File: src/rtl/vp_call_pkg.sv
// Shared types for the videophone call sequencer.
package vp_call_pkg;
    // Call-level states; picture sub-modes live in the arbiter.
    typedef enum logic [2:0] {
        ST_IDLE   = 3'd0,
        ST_RING   = 3'd1,
        ST_TALK   = 3'd2,
        ST_AMACH  = 3'd3,
        ST_HANGUP = 3'd4
    } call_st_e;
endpackage

File: src/rtl/vp_edge_pulse.sv
// Optional synchronizer chain followed by a rising-edge detector.
// Assumes: din may be asynchronous when STAGES >= 2; with STAGES == 0
// the pulse is combinational from din and din must be synchronous.
module vp_edge_pulse #(
    parameter int STAGES = 2
) (
    input  logic clk,
    input  logic rst_n,
    input  logic din,
    output logic pulse
);
    logic [STAGES:0] chain;
    logic            prev;

    assign chain[0] = din;

    // Synchronizer stages, one flop each.
    for (genvar g = 0; g < STAGES; g++) begin : g_sync
        always_ff @(posedge clk) begin
            if (!rst_n) chain[g+1] <= 1'b0;
            else        chain[g+1] <= chain[g];
        end
    end

    // Remember the previous synchronized level.
    always_ff @(posedge clk) begin
        if (!rst_n) prev <= 1'b0;
        else        prev <= chain[STAGES];
    end

    assign pulse = chain[STAGES] & ~prev;
endmodule

File: src/rtl/vp_ring_timer.sv
// Counts ring edges while enabled and flags when the limit is reached.
// Assumes: limit of zero means "use DEF_RINGS"; the count saturates.
module vp_ring_timer #(
    parameter int CNT_W     = 4,
    parameter int DEF_RINGS = 4
) (
    input  logic             clk,
    input  logic             rst_n,
    input  logic             count_en,
    input  logic             ring_pulse,
    input  logic [CNT_W-1:0] limit,
    output logic             expired
);
    localparam logic [CNT_W-1:0] CNT_MAX = '1;
    localparam logic [CNT_W-1:0] DEF_LIM = CNT_W'(DEF_RINGS);

    logic [CNT_W-1:0] cnt;
    logic [CNT_W-1:0] eff_lim;

    // Select the effective limit.
    always_comb eff_lim = (limit == '0) ? DEF_LIM : limit;

    // Saturating ring counter, cleared whenever counting is disabled.
    always_ff @(posedge clk) begin
        if (!rst_n || !count_en)             cnt <= '0;
        else if (ring_pulse && cnt != CNT_MAX) cnt <= cnt + 1'b1;
    end

    assign expired = (cnt >= eff_lim);
endmodule

File: src/rtl/vp_image_arb.sv
// Picture sub-modes of a call: outgoing capture/transmit and incoming receive.
// Incoming wins a conflict; a blocked capture waits until receive finishes.
// Assumes: kill is high whenever the call is not live or recording.
module vp_image_arb (
    input  logic clk,
    input  logic rst_n,
    input  logic talk,
    input  logic amach,
    input  logic kill,
    input  logic out_pulse,
    input  logic in_pulse,
    input  logic in_done,
    input  logic out_done,
    output logic out_active,
    output logic in_active,
    output logic cam_start
);
    logic pend;
    logic start_in;
    logic start_out;
    logic block_out;

    // Decide starts for this cycle.
    always_comb begin
        start_in  = (talk | amach) & ~kill & in_pulse & ~in_active;
        start_out = talk & ~kill & (out_pulse | pend) & ~out_active
                  & ~in_active & ~in_pulse;
        block_out = talk & ~kill & out_pulse & ~out_active
                  & (in_active | in_pulse);
    end

    // Sub-mode flags, pending capture and the capture strobe.
    always_ff @(posedge clk) begin
        if (!rst_n || kill) begin
            in_active  <= 1'b0;
            out_active <= 1'b0;
            pend       <= 1'b0;
            cam_start  <= 1'b0;
        end else begin
            if (start_in)      in_active <= 1'b1;
            else if (in_done)  in_active <= 1'b0;
            if (start_out)     out_active <= 1'b1;
            else if (out_done) out_active <= 1'b0;
            if (start_out)      pend <= 1'b0;
            else if (block_out) pend <= 1'b1;
            cam_start <= start_out;
        end
    end
endmodule

File: src/rtl/vp_call_ctrl.sv
// Top of the videophone call sequencer: call FSM plus ring timer,
// input edge detectors and the picture arbiter.
// Assumes: ring_det, off_hook, hang_up and the done inputs are synchronous;
// send_img_btn and img_in_flag may be asynchronous.
module vp_call_ctrl #(
    parameter int RING_CNT_W = 4,
    parameter int DEF_RINGS  = 4,
    parameter int SYNC_STG   = 2
) (
    input  logic                  clk,
    input  logic                  rst_n,
    input  logic                  ring_det,
    input  logic                  off_hook,
    input  logic                  hang_up,
    input  logic                  send_img_btn,
    input  logic                  img_in_flag,
    input  logic                  img_in_done,
    input  logic                  img_out_done,
    input  logic [RING_CNT_W-1:0] ring_limit,
    output logic                  phone_en,
    output logic                  record_en,
    output logic                  cam_start,
    output logic                  tx_img_en,
    output logic                  rx_img_en
);
    import vp_call_pkg::*;

    call_st_e st, st_nxt;
    logic     ring_pulse, btn_pulse, in_pulse;
    logic     ring_exp;
    logic     talk, amach, kill;

    vp_edge_pulse #(.STAGES(0)) u_ring_edge (
        .clk(clk), .rst_n(rst_n), .din(ring_det), .pulse(ring_pulse)
    );

    vp_edge_pulse #(.STAGES(SYNC_STG)) u_btn_edge (
        .clk(clk), .rst_n(rst_n), .din(send_img_btn), .pulse(btn_pulse)
    );

    vp_edge_pulse #(.STAGES(SYNC_STG)) u_in_edge (
        .clk(clk), .rst_n(rst_n), .din(img_in_flag), .pulse(in_pulse)
    );

    vp_ring_timer #(.CNT_W(RING_CNT_W), .DEF_RINGS(DEF_RINGS)) u_ring_tmr (
        .clk(clk), .rst_n(rst_n),
        .count_en(st == ST_IDLE || st == ST_RING),
        .ring_pulse(ring_pulse), .limit(ring_limit), .expired(ring_exp)
    );

    // Call-level next-state decision; hang-up outranks everything.
    always_comb begin
        st_nxt = st;
        unique case (st)
            ST_IDLE:   if (ring_pulse) st_nxt = ST_RING;
            ST_RING: begin
                if (hang_up)       st_nxt = ST_HANGUP;
                else if (off_hook) st_nxt = ST_TALK;
                else if (ring_exp) st_nxt = ST_AMACH;
            end
            ST_TALK,
            ST_AMACH:  if (hang_up) st_nxt = ST_HANGUP;
            ST_HANGUP: st_nxt = ST_IDLE;
            default:   st_nxt = ST_IDLE;
        endcase
    end

    // State register.
    always_ff @(posedge clk) begin
        if (!rst_n) st <= ST_IDLE;
        else        st <= st_nxt;
    end

    // Picture sub-modes only exist in a live or recorded call.
    always_comb begin
        talk  = (st == ST_TALK);
        amach = (st == ST_AMACH);
        kill  = hang_up | ~(talk | amach);
    end

    vp_image_arb u_img_arb (
        .clk(clk), .rst_n(rst_n), .talk(talk), .amach(amach), .kill(kill),
        .out_pulse(btn_pulse), .in_pulse(in_pulse),
        .in_done(img_in_done), .out_done(img_out_done),
        .out_active(tx_img_en), .in_active(rx_img_en), .cam_start(cam_start)
    );

    assign phone_en  = talk;
    assign record_en = amach;
endmodule

File: config.mk
export PLATFORM = sky130hd
export DESIGN_NAME = vp_call_ctrl
export DESIGN_NICKNAME = d
export VERILOG_FILES = /design/src/rtl/vp_call_pkg.sv /design/src/rtl/vp_edge_pulse.sv /design/src/rtl/vp_ring_timer.sv /design/src/rtl/vp_image_arb.sv /design/src/rtl/vp_call_ctrl.sv
export SDC_FILE = /design/constraint.sdc
export NUM_CORES = 1
export LEC_CHECK = 0
export BUFFER_PORTS_ARGS = -buffer_cell sky130_fd_sc_hd__buf_2
export CAP_MARGIN = 20
export CELL_PAD_IN_SITES_DETAIL_PLACEMENT = 1
export CELL_PAD_IN_SITES_GLOBAL_PLACEMENT = 2
export CORE_MARGIN = 10
export CORE_UTILIZATION = 32
export DETAILED_ROUTE_END_ITERATION = 7
export PLACE_DENSITY = 0.83
export SLEW_MARGIN = 20
export SYNTH_ARGS = -nofsm -noshare
export SYNTH_HDL_FRONTEND = slang
export SYNTH_SLANG_ARGS = --single-unit
File: constraint.sdc
create_clock -name clk -period 1.9 [get_ports clk]
set_input_delay 0.19 -clock clk [delete_from_list [all_inputs] [get_ports clk]]
set_output_delay 0.19 -clock clk [all_outputs]
set_load 0.01 [all_outputs]
==> summary.md <==
| Metric | Value |
|---|---|
| First-pass iteration count of the detailed router | 4 |
| Drt via density | 5.074 |
| Synth top area share | 41.74% |
| Family with the most delay on the worst path | compound AO/OA/AOI/OAI gates |
| GRT Total Usage | 6.980% |
| Worst EP required | 2.12 ns |
| Die W | 71.94 µm |
| Port Buffers | 17 |
| Hold_sp | img_in_flag |
| Min cycle time layout | 1.677 ns |
| Max FO, Critical Path | 7 |
| Core Area | 2522 µm² |
| Ys Warns | 0 |
| R2r setup slk | 0.22 ns |
| Post-synth top area cell | dfxtp_1 |
| Fin crit share | 88.25% |
| RSZ-0062 raised after global routing | no |
| Initial antenna violation count | 0 |
| Pin count of the biggest net entering global routing | 13 |
| Fmax | 596.4 MHz |
| Worst reg2reg path depth | 5 |
| Initial core utilization | 34.23% |
| Yosys reg bits | 18 |
| Worst EP arrival | 1.89 ns |
| Synthesized area per cell | 9.811 µm² |
| CTS Buffer Depth | 2 |
| Status | finished clean |
| CP endpoint kind | flip-flop |
| Crit-path slowest cell | dfxtp_1 |
| CTS tree | built |
| P per Cell Area | 879.2 nW/µm² |
| DP HPWL | 1452 µm |
| Worst r2r dst | u_img_arb.pend$_SDFFE_PP0P_ |
| Critical-path cell list | ha_1 > a211oi_1 > nand2_1 > o22a_1 > nor4_4 |
| Synth-to-Final Area Change | 15.36% |
| Aggregate global routing overflow | 0 |
| Clk slew on worst S/H paths | 0.11 ns |
| Final Max Tran Viols | 0 |
| Critical R2R Launch | u_ring_tmr.cnt[3]$_SDFFE_PP0P_ |
| DRT Wirelength | 1800 µm |
| Clock skew | 0.007817 ns |
| Number of core rows | 18 |
| Cts bufs inserted | 3 |
| Synth area leaders | dfxtp_1 (42%), ha_1 (7.2%), and2_1 (5.1%), mux2i_1 (3.5%), nor2_1 (3.0%) |
| Worst path bufs/invs | 0 |
| Clk sinks | 18 |
| Static leakage | 0.4311 nW |
| Syn nets | 106 |
| Crit path launch type | flip-flop |
| Fin cells | 135 |
| Post-CTS setup buffers | 0 |
| First-pass GRT wire length | 3056 µm |
| Multi-input gate area in the final layout | 465.4 µm² |
| Die area | 5175 µm² |
| Max Cap Viol | 0 |
| DRC errors left | 0 |
| Sequential-to-total area share from yosys stat | 41.74% |
| Synth Cell Area | 863.3 µm² |
| Maximum VDD drop | 0.4551 mV |
| Setup total negative slack | 0 ns |
| Die Ht | 71.94 µm |
| Skew-Pair Late Insertion Delay | 0.29 ns |
| Cts repair resizes | 0 |
| H-tree depth | 1 |
| Distinct cells, synth | 33 |
| Worst hold path class | input pin to flip-flop |
| Endpoints failing hold | 0 |
| 1st-iter DRT viols | 54 |
| Post-synthesis cell count | 88 |
| # diodes | 0 |
| CTS Root Cell | clkbuf_4 |
| Final ANT Viol Nets | 0 |
| Worst rel slew slack | 78.35% |
| RD Place Congestion | 0.7648 |
| Fraction of layout cells with a size suffix above 1 | 23.81% |
| WL/cell | 13.33 µm |
| Fillers | 308 |
| Layout Nets | 124 |
| Hold Crit Depth | 2 |
| Hold EP | u_in_edge.chain[1]$_SDFF_PN0_ |
| CP peak stage delay | 0.43 ns |
| Setup CP Type | flip-flop to flip-flop |
| Register Area | 360.3 µm² |
| Worst-Margin Slew | 0.3233 ns |
| Total placed cells including tap cells | 131 |
| CTS Hold Buffers Added | 0 |
| Vias in the first global route | 726 |
| Final setup viols | 0 |
| Ports | 18 |
| Vias | 685 |
-- registers in the layout (all words and copies together) (netlist names) --
register	cells
u_in_edge.prev	1
u_img_arb.cam_start	1
st	3
u_img_arb.out_active	1
u_ring_tmr.cnt	4
u_btn_edge.prev	1
u_ring_edge.prev	1
u_in_edge.chain	2
u_img_arb.pend	1
u_img_arb.in_active	1
u_btn_edge.chain	2
-- routing by layer --
| metal | up-vias | global-route usage (%) | share of wire (%) |
|---|---|---|---|
| met5 | - | 0 | 0 |
| met4 | 0 | 1.290 | 0.72 |
| met3 | 2 | 3.946 | 8.1 |
| met2 | 12 | 12.35 | 50 |
| met1 | 327 | 7.048 | 41 |
| li1 | 344 | - | - |
-- power by group --
group / switching (W) / total, W / internal, W / leakage [nW]
registers: 0.0000435 / 0.000451 / 0.000407 / 0.147
logic: 0.0000957 / 0.000188 / 0.0000921 / 0.263
clock network: 0.000120 / 0.000237 / 0.000117 / 0.0210
-- final cells by class --
class | count | area share [%]
timing repair buffer | 17 | 8.543
sequential | 18 | 36.18
multi-input combinational | 63 | 46.73
tap | 30 | 3.769
clock buffer | 4 | 3.643
inverter | 3 | 1.131
-- layout by cell type (no fill, tap or decap), types with 3 or more instances in the layout --
cell type / count
nor3_1: 4
clkbuf_4: 3
nor2_1: 7
inv_1: 3
buf_2: 17
dfxtp_1: 18
nor2b_1: 3
nand2b_1: 3
nand2_1: 4
a21oi_1: 4
ha_1: 5
and2_1: 7
mux2i_1: 3
-- cell usage after synthesis --
cell and number:
nand3b_1 1, o21ai_1 1, a311oi_1 1, nor3b_1 1
and2_1 7, clkbuf_1 2, and4b_1 2, dfxtp_1 18
and4bb_1 1, nor3_1 4, nand2b_1 3, buf_4 1
mux2i_1 3, o21ai_0 1, buf_6 1, mux2_2 1
and3b_1 1, inv_1 3, or3b_1 1, nor3b_2 1
xnor2_1 2, a31oi_1 2, a211oi_1 2, o22a_1 1
nor4_4 1, nor2b_1 3, ha_1 5, a21oi_1 4
nand2_1 4, nand3_1 1, nor2_1 7, nor4b_2 1
o211ai_1 1
-- worst max path at each step --
| stage | startpoint | endpoint | cells after the start |
|---|---|---|---|
| floorplan | u_ring_tmr.cnt[3]$_SDFFE_PP0P_ | u_img_arb.pend$_SDFFE_PP0P_ | 6 |
| global placement | ring_limit[0] | st[0]$_SDFFE_PN0P_ | 8 |
| detailed placement | ring_limit[0] | u_img_arb.pend$_SDFFE_PP0P_ | 8 |
| CTS | u_ring_tmr.cnt[3]$_SDFFE_PP0P_ | u_img_arb.pend$_SDFFE_PP0P_ | 5 |
| global route | u_ring_tmr.cnt[3]$_SDFFE_PP0P_ | u_img_arb.in_active$_SDFFE_PP0P_ | 5 |
| finish | u_ring_tmr.cnt[3]$_SDFFE_PP0P_ | u_img_arb.pend$_SDFFE_PP0P_ | 5 |
-- stage by stage --
step / util [%] / total power, W / cell area [µm²] / setup WS (ns) / hold WS (ns)
floorplan: - / 0.0006231 / 863.3 / 0.3594 / 0.3117
finish: 39.48 / 0.0008756 / 996.0 / 0.2233 / 0.1033
CTS: 39.48 / 0.0008939 / 996.0 / 0.2091 / 0.09042
detailed placement: 38.05 / 0.0006521 / 959.7 / 0.1818 / 0.4042
global placement: 38.05 / 0.0006456 / 959.7 / 0.1995 / 0.3958
global route: 39.48 / 0.0009379 / 996.0 / 0.1171 / 0.08284
-- cell families (layout without fill, tap and decap cells) --
| logic type | Yosys count | in the layout | synth area share (%) |
|---|---|---|---|
| simple gates | 39 | 39 | 30.29 |
| flops | 18 | 18 | 41.74 |
| compound gates | 13 | 13 | 9.564 |
| buf+inv | 7 | 24 | 4.348 |
| fa+ha+maj | 5 | 5 | 7.246 |
| mux | 4 | 4 | 4.783 |
| xor+xnor | 2 | 2 | 2.029 |
No activity file was read; power rests on OpenSTA's default activity.
